--- config.mk ---
export PLATFORM = sky130hd
export DESIGN_NAME = tri_lane_fir
export DESIGN_NICKNAME = d
export VERILOG_FILES = /design/src/rtl/fir3_pkg.sv /design/src/rtl/fir3_gather.sv /design/src/rtl/fir3_lanes.sv /design/src/rtl/fir3_emit.sv /design/src/rtl/tri_lane_fir.sv
export SDC_FILE = /design/constraint.sdc
export NUM_CORES = 2
export LEC_CHECK = 0
export CORE_UTILIZATION = 32
export DETAILED_ROUTE_END_ITERATION = 12
export DONT_BUFFER_PORTS = 1
export PLACE_DENSITY = 0.48
export SLEW_MARGIN = 20
export SYNTH_ARGS = -nofsm -noshare
export SYNTH_HDL_FRONTEND = slang
export SYNTH_SLANG_ARGS = --single-unit
export TNS_END_PERCENT = 1
--- constraint.sdc ---
create_clock -name clk -period 13.1 [get_ports clk]
set_input_delay 0.655 -clock clk [delete_from_list [all_inputs] [get_ports clk]]
set_output_delay 0.655 -clock clk [all_outputs]
set_load 0.01 [all_outputs]
--- src/rtl/fir3_pkg.sv ---
package fir3_pkg;
   // Number of samples handled per block cycle.
   localparam int NLANE = 3;
   // Number of filter taps.
   localparam int NTAP  = 3;
   // Number of samples from the previous block that each block needs.
   localparam int HIST  = NTAP - 1;
   // Width of the gather phase counter.
   localparam int PHW   = $clog2(NLANE);
   // Width of the emit counter, which counts from NLANE down to zero.
   localparam int CNW   = $clog2(NLANE + 1);
endpackage

--- src/rtl/fir3_gather.sv ---
module fir3_gather
   import fir3_pkg::*;
#(
   parameter int DW = 12
) (
   input  logic                   clk,
   input  logic                   rst,
   input  logic                   smp_vld,
   input  logic [DW-1:0]          smp_dat,
   output logic                   blk_vld,
   output logic [NLANE*DW-1:0]    blk_word,
   output logic [PHW-1:0]         phase
);
   localparam int PW = (NLANE - 1) * DW;

   // Samples already collected for the current block.
   logic [PW-1:0] part;

   always_ff @(posedge clk) begin
      if (rst) begin
         phase    <= '0;
         blk_vld  <= 1'b0;
         part     <= '0;
         blk_word <= '0;
      end else begin
         blk_vld <= 1'b0;
         if (smp_vld) begin
            if (phase == PHW'(NLANE - 1)) begin
               // The last sample of the block completes the word.
               // The oldest sample of the block sits in the lowest slice.
               blk_word <= {smp_dat, part};
               blk_vld  <= 1'b1;
               phase    <= '0;
            end else begin
               part[int'(phase)*DW +: DW] <= smp_dat;
               phase <= phase + 1'b1;
            end
         end
      end
   end
endmodule

--- src/rtl/fir3_lanes.sv ---
module fir3_lanes
   import fir3_pkg::*;
#(
   parameter int DW       = 12,
   parameter int CW       = 10,
   parameter int OW       = DW + CW + 2,
   parameter bit PROD_REG = 1'b0
) (
   input  logic                  clk,
   input  logic                  rst,
   input  logic                  blk_vld,
   input  logic [NLANE*DW-1:0]   blk_word,
   input  logic [NTAP*CW-1:0]    coef_flat,
   output logic                  y_vld,
   output logic [NLANE*OW-1:0]   y_word
);
   localparam int PRW = DW + CW;
   localparam int EXT = HIST + NLANE;

   logic signed [CW-1:0]  coef  [NTAP];
   logic signed [DW-1:0]  hist  [HIST];
   logic signed [DW-1:0]  ext   [EXT];
   logic signed [PRW-1:0] prod  [NLANE][NTAP];
   logic signed [PRW-1:0] prod_q[NLANE][NTAP];
   logic signed [OW-1:0]  acc   [NLANE];
   logic                  stage_vld;

   // Split the flat coefficient vector into one weight per tap.
   // Tap 0 is applied to the newest sample.
   for (genvar t = 0; t < NTAP; t++) begin : g_coef
      assign coef[t] = $signed(coef_flat[t*CW +: CW]);
   end

   // Sample window: the history samples first, then the current block.
   for (genvar h = 0; h < HIST; h++) begin : g_ext_h
      assign ext[h] = hist[h];
   end
   for (genvar j = 0; j < NLANE; j++) begin : g_ext_c
      assign ext[HIST + j] = $signed(blk_word[j*DW +: DW]);
   end

   // Keep the last HIST samples of each block for the block that follows.
   always_ff @(posedge clk) begin
      if (rst) begin
         for (int h = 0; h < HIST; h++) hist[h] <= '0;
      end else if (blk_vld) begin
         for (int h = 0; h < HIST; h++)
            hist[h] <= $signed(blk_word[(NLANE-HIST+h)*DW +: DW]);
      end
   end

   // Lane j applies tap t to the sample t steps older than its own sample.
   for (genvar j = 0; j < NLANE; j++) begin : g_lane
      for (genvar t = 0; t < NTAP; t++) begin : g_tap
         assign prod[j][t] = coef[t] * ext[HIST + j - t];
      end
   end

   if (PROD_REG) begin : g_preg
      always_ff @(posedge clk) begin
         if (rst) begin
            stage_vld <= 1'b0;
            for (int j = 0; j < NLANE; j++)
               for (int t = 0; t < NTAP; t++) prod_q[j][t] <= '0;
         end else begin
            stage_vld <= blk_vld;
            if (blk_vld)
               for (int j = 0; j < NLANE; j++)
                  for (int t = 0; t < NTAP; t++) prod_q[j][t] <= prod[j][t];
         end
      end
   end else begin : g_pcomb
      assign stage_vld = blk_vld;
      for (genvar j = 0; j < NLANE; j++) begin : g_pl
         for (genvar t = 0; t < NTAP; t++) begin : g_pt
            assign prod_q[j][t] = prod[j][t];
         end
      end
   end

   // Adder tree per lane. Each product is sign-extended to the output width.
   always_comb begin
      for (int j = 0; j < NLANE; j++) begin
         acc[j] = '0;
         for (int t = 0; t < NTAP; t++) acc[j] = acc[j] + OW'(prod_q[j][t]);
      end
   end

   always_ff @(posedge clk) begin
      if (rst) begin
         y_vld  <= 1'b0;
         y_word <= '0;
      end else begin
         y_vld <= stage_vld;
         if (stage_vld)
            for (int j = 0; j < NLANE; j++) y_word[j*OW +: OW] <= acc[j];
      end
   end
endmodule

--- src/rtl/fir3_emit.sv ---
module fir3_emit
   import fir3_pkg::*;
#(
   parameter int OW = 24
) (
   input  logic                 clk,
   input  logic                 rst,
   input  logic                 y_vld,
   input  logic [NLANE*OW-1:0]  y_word,
   output logic                 out_vld,
   output logic [OW-1:0]        out_dat
);
   logic [NLANE*OW-1:0] shreg;
   logic [CNW-1:0]      cnt;

   always_ff @(posedge clk) begin
      if (rst) begin
         shreg <= '0;
         cnt   <= '0;
      end else if (y_vld) begin
         // A new block takes priority; the previous burst ends in this same cycle.
         shreg <= y_word;
         cnt   <= CNW'(NLANE);
      end else if (cnt != '0) begin
         shreg <= shreg >> OW;
         cnt   <= cnt - 1'b1;
      end
   end

   assign out_vld = (cnt != '0);
   assign out_dat = shreg[OW-1:0];
endmodule

--- src/rtl/tri_lane_fir.sv ---
module tri_lane_fir
   import fir3_pkg::*;
#(
   parameter int DW       = 12,
   parameter int CW       = 10,
   parameter bit PROD_REG = 1'b0,
   localparam int OW      = DW + CW + 2
) (
   input  logic                 clk,
   input  logic                 rst,
   input  logic                 smp_vld,
   input  logic signed [DW-1:0] smp_dat,
   input  logic signed [CW-1:0] coef_a,
   input  logic signed [CW-1:0] coef_b,
   input  logic signed [CW-1:0] coef_c,
   output logic                 out_vld,
   output logic signed [OW-1:0] out_dat
);
   if (DW < 2 || CW < 2) begin : g_bad_width
      $error("tri_lane_fir: DW and CW must each be at least 2");
   end
   if (NLANE < HIST) begin : g_bad_hist
      $error("tri_lane_fir: the block must hold at least NTAP-1 samples");
   end

   logic                 blk_vld;
   logic [NLANE*DW-1:0]  blk_word;
   logic [PHW-1:0]       s2p_phase;
   logic                 y_vld;
   logic [NLANE*OW-1:0]  y_word;
   logic [OW-1:0]        emit_dat;

   fir3_gather #(.DW(DW)) u_gather (
      .clk     (clk),
      .rst     (rst),
      .smp_vld (smp_vld),
      .smp_dat (smp_dat),
      .blk_vld (blk_vld),
      .blk_word(blk_word),
      .phase   (s2p_phase)
   );

   fir3_lanes #(.DW(DW), .CW(CW), .OW(OW), .PROD_REG(PROD_REG)) u_lanes (
      .clk      (clk),
      .rst      (rst),
      .blk_vld  (blk_vld),
      .blk_word (blk_word),
      .coef_flat({coef_c, coef_b, coef_a}),
      .y_vld    (y_vld),
      .y_word   (y_word)
   );

   fir3_emit #(.OW(OW)) u_emit (
      .clk    (clk),
      .rst    (rst),
      .y_vld  (y_vld),
      .y_word (y_word),
      .out_vld(out_vld),
      .out_dat(emit_dat)
   );

   assign out_dat = $signed(emit_dat);
endmodule

Word level (Yosys, flattened, before mapping):

Memories as Yosys holds them, arrays and structs flattened.
Index checks and enable logic that the tools add are counted.

* $add $sub $neg: 9
* $mul: 10
* equality and inequality tests: 1
* shift operators: 2
* muxes and demuxes: 14
* bitwise operators: 4
* reduce and logical (&&, ||, !) cells: 5

Operators with widths (number)
* $mul A10 B12 Y22: 9
* $mux W72: 2
* $add A23 B22 Y24: 3
* $add A22 B22 Y23: 3
* $neg A32 Y33: 1
* $shift A12 B33 Y24 const A: 1
* $shiftx A12 B33 Y24: 1
* $bwmux W24: 1
* $mux W12: 2
* $mux W1: 6
* $mux W2: 3
* $mul A2 B2 Y4 const B: 1
* $reduce_and A2 Y1: 2
* $reduce_bool A2 Y1: 2
* $add A2 B1 Y2 const B: 1
* $eq A2 B2 Y1 const B: 1
* $not A1 Y1: 2
* $or A1 B1 Y1: 2
* $reduce_or A2 Y1: 1
* $sub A2 B1 Y2 const B: 1

* register bits after elaboration: 210
* memory bits (writable): 24
* bits of input ports: 45
* output and inout port bits: 25
* word-level logic and storage cells: 54
* memories: 1

Memories
* u_lanes.hist: words 2, width 12, rd ports 2, clocked after memory_dff 0, write ports 2, RTL line fir3_lanes.sv:21 `logic signed [DW-1:0] hist [HIST];`

Longest topological paths before layout:

* depth after elaboration: 4
* gate-level depth with buffers: 27
* depth with buffers taken out: 25

Hierarchy:

A second synthesis with hierarchy kept.

* cell total of the unflattened synthesis: 5569
* area total of the unflattened synthesis: 52940.8 um2

By module, submodules not included
* fir3_lanes: instances 1, cells an instance 4917, area an instance 46686.0 um2, seq. area each 2182.1 um2
* fir3_emit: instances 1, cells an instance 350, area an instance 3585.9 um2, seq. area each 1481.4 um2
* fir3_gather: instances 1, cells an instance 302, area an instance 2668.8 um2, seq. area each 1261.2 um2

Worst setup path before layout:

OpenSTA, ideal clock, no wires.

* kind: input to register
* start point: input coef_a[6]
* end point: register u_lanes.y_word[69]
* library setup time: 0.117 ns
* data arrival time: 7.128 ns
* data required time: 12.983 ns
* slack: 5.854 ns
* stages: 23
* path buffers: 2
* path through: clkbuf_1 > clkbuf_1 > nand2_1 > fa_1 > inv_1 > fa_1 > inv_1 > fa_1 > fa_1 > inv_1 > fa_1 > fa_1 > fa_1 > inv_1 > fa_1 > inv_1 > ha_1 > or2_2 > a21oi_1 > a21oi_1 > o311a_1 > or3_1 > a32o_1

* word-level cells in the longest chain between the ends: 3

Ends and longest elaborated chain
* start, declared: RTL line tri_lane_fir.sv:13 `input logic signed [CW-1:0] coef_a,`
* $mul A10 B12 Y22: RTL line fir3_lanes.sv:55 `assign prod[j][t] = coef[t] * ext[HIST + j - t];`
* $add A22 B22 Y23: RTL line fir3_lanes.sv:85 `for (int t = 0; t < NTAP; t++) acc[j] = acc[j] + OW'(prod_q[j][t]);`
* $add A23 B22 Y24: RTL line fir3_lanes.sv:85
* end signal, assigned: RTL line fir3_lanes.sv:92 `y_word <= '0;`
* end, declared: RTL line fir3_lanes.sv:15 `output logic [NLANE*OW-1:0] y_word`

Every way passes these cells.
A chain may end at the register's enable or synchronous reset.

==> impl_metrics.toml <==
[synth]
yosys_most_used_dff = "dfxtp_1"
yosys-top-cells-area = "fa_1, inv_1, dfxtp_1"
synth_top_area_share_pct = 48.6
synthesis.area_sq_mm = 0.0523
synth_area_leader_cell = "fa_1"
synthesis.nets = 7251
syn_avg_cell_area_sq_um = 9.34
synth.distinct_cells = 58
ys_seq_area_share_pct = 9.42
synth-edff-count = 24
postSynth.asyncResetShare_pct = 0
syn_inst = 5602
ys_ff_latch = 234
yosysWarnings = 0

[min_path]
hold_class = "primary input to register"
hold_path_end = "u_lanes.y_word[15]"
whs_path_depth = 1
min-delay-start = "rst"

[timing]
tightest_slew_ns = 1.13
finalWorstPathRequiredPeriod_ns = 7.57
finalHoldViolCount = 0
finalCritPeriodShare_pct = 57.8
setup-tns-final_ns = 0
finalSetupViolations = 0
fin_ws_ns = 5.53
fmax_mhz = 132
clock_skew_ns = 0.0508
max_slew_margin_pct = 24.9
rsz0062_at_grt = "no"
maxSlewViolCount = 0

[route]
routedWlPerCell_um = 20.9
viasPerCell = 4.61
drt_pass1_iterations = 8
drc = 0
via_count = 34900
antenna_left = 0
drtIter0Drc = 2275
routed_wl_um = 158000

[placement]
hpwl_um = 114000
placed_cells = 7500
post-place-ws_ns = 5.47
io_buffers = 0
place_area_sq_mm = 0.0541
gp_congestion = 0.862

[critical_path]
critical_path.endpoint_type = "register"
critPathArrivalTime_ns = 8.08
cp.required_ns = 13.61
r2r_cells = 22
cp_max_fo = 20
cp-start-kind = "register"
reg2reg_to = "u_lanes.y_word[45]"
r2r-start = "u_lanes.hist[0][22]"
r2r_slack_ns = 5.53
crit_type = "register to register"

[global_route]
grt_pass1_vias = 38700
grt_max_degree = 186
grt_overflow_total = 0
grt_pass1_wl_um = 248000
globalRouteTotalUtil_pct = 20.3
antenna_found_initial = 6

[floorplan]
die_y_um = 406
floorplan.initialDensity_pct = 32.4
dieArea_sq_mm = 0.165
die_x_um = 406
io_pins = 70
core_area_sq_mm = 0.161
rows = 147

[final_layout]
design_area_sq_mm = 0.0553
final_common_cell = "inv_1"
multi_input_area_sq_mm = 0.0409
finalNonFillerCells = 7563
final_cell_mix = "inv_1, fa_1, nand2_1, and2_1, ha_1"
n_fill_cell = 16800
drive_above_1_share_pct = 2.24
nNetsFinal = 7025
syn2layout_area_growth_pct = 5.75
regArea_sq_mm = 0.00493

[clocking]
tritoncts = "done"
clk_pin_slew_ns = 0.06
clock_sink_count = 234
numCtsBuffers = 34
clockRootBuffer = "clkbuf_16"
htree_num_levels = 2
cts_setup_buffers = 0
clk_latency_ns = 0.60
cts_buffer_depth = 3
cts_resized = 0
ctsHoldBuffers = 0

[power]
p_total_w = 0.00934
irDropWorstVdd_uv = 353
p_per_area_mw_per_mm2 = 169
p_leak_nw = 27.8

[run_status]
status = "finished, final reports clean"

[flow_run]
drv_cap = 0
[final cells by class]
| cell class | instances | share of cell area (%) |
|---|---|---|
| Inverter | 1412 | 9.58 |
| Timing Repair Buffer | 44 | 0.611 |
| Clock inverter | 16 | 0.314 |
| Clock buffer | 45 | 1.80 |
| Tap cell | 2160 | 4.89 |
| Antenna cell | 2 | 0.00905 |
| Multi-Input combinational cell | 3650 | 73.9 |
| Sequential cell | 234 | 8.92 |
[power by group]
part	switching, W	internal (W)	leakage (nW)
clock network	0.000399	0.000581	0.577
logic	0.00441	0.00316	25.2
registers	0.0000405	0.000749	1.94
total	0.00485	0.00449	27.8
[synthesized netlist by cell type (all sizes together), types with 2 or more instances]
| master | number |
|---|---|
| buf | 39 |
| o22ai | 4 |
| o21ai | 39 |
| mux2i | 84 |
| a21oi | 161 |
| inv | 1411 |
| fa | 1270 |
| dfxtp | 210 |
| nor4 | 2 |
| nor2b | 56 |
| ha | 334 |
| nor3 | 8 |
| o21a | 7 |
| o21bai | 12 |
| a32o | 2 |
| edfxtp | 24 |
| xnor2 | 84 |
| and2 | 524 |
| clkbuf | 267 |
| a221oi | 2 |
| a22o | 24 |
| a211o | 2 |
| nand4 | 4 |
| a21boi | 7 |
| a222oi | 3 |
| a22oi | 23 |
| xor2 | 21 |
| or3 | 4 |
| mux2 | 4 |
| a31oi | 8 |
| and3 | 4 |
| or2 | 2 |
| nand2b | 39 |
| nand2 | 592 |
| o211ai | 5 |
| a31o | 2 |
| a211oi | 10 |
| a21o | 20 |
| nor2 | 267 |
| nand3 | 9 |
[critical path, cell delays in order (launching register included)]
cell and delay, ns:
edfxtp_1 1.09, and2_1 0.26, fa_1 0.43, inv_1 0.10, fa_1 0.45, fa_1 0.49
fa_1 0.54, inv_1 0.05, fa_1 0.55, fa_1 0.44, fa_1 0.49, inv_1 0.05
fa_1 0.48, inv_1 0.04, ha_1 0.34, a21o_1 0.20, a221oi_1 0.46, o21ai_1 0.12
a21oi_2 0.20, o21ai_1 0.11, o31ai_1 0.24, xor2_1 0.11, a211oi_1 0.22
[worst max-delay path by stage]
stage	startpoint	endpoint	slack, ns	cells past startpoint
6_report	u_lanes.hist[0][22]	u_lanes.y_word[45]	5.53	22
5_1_grt	u_lanes.hist[0][11]	u_lanes.y_word[22]	5.05	22
2_1_floorplan	coef_a[6]	u_lanes.y_word[69]	5.85	23
4_1_cts	u_lanes.hist[0][11]	u_lanes.y_word[22]	5.53	22
3_5_place_dp	coef_c[0]	u_lanes.y_word[69]	5.47	22
3_3_place_gp	coef_c[0]	u_lanes.y_word[69]	5.49	22
[per-stage QoR]
step	hold WS, ns	util (%)
2_1_floorplan	0.432	-
3_3_place_gp	0.445	33.5
3_5_place_dp	0.449	33.5
4_1_cts	0.147	34.2
5_1_grt	0.124	34.2
6_report	0.182	34.2
[flip-flops by register name, summed over array words and instances (netlist names)]
name / cells
u_lanes.hist: 24
u_gather.blk_vld: 1
u_emit.cnt: 2
u_gather.blk_word: 36
u_emit.shreg: 72
u_lanes.y_vld: 1
u_gather.part: 24
u_gather.phase: 2
u_lanes.y_word: 72
[logic make-up (layout without fill, tap and decap cells)]
family          count (synthesis)  count (layout)  share of synthesized area [%]
buf+inv                      1718            1517                           12.5
fa+ha+maj                    1604            1604                           56.6
simple gates                 1514            1514                           14.0
compound gates                339             339                           4.04
flops                         234             234                           9.42
xor+xnor                      105             105                           1.76
mux                            88              88                           1.69
other cells                     0               2                              0
[routing by layer]
layer	track usage (%)	wire, um	vias to the layer above
met4	4.93	4140	2
li1	-	-	15700
met5	0	20	-
met1	27.8	69500	18200
met2	33.3	74100	880
met3	3.39	10000	138
No activity file was read; power rests on OpenSTA's default activity.
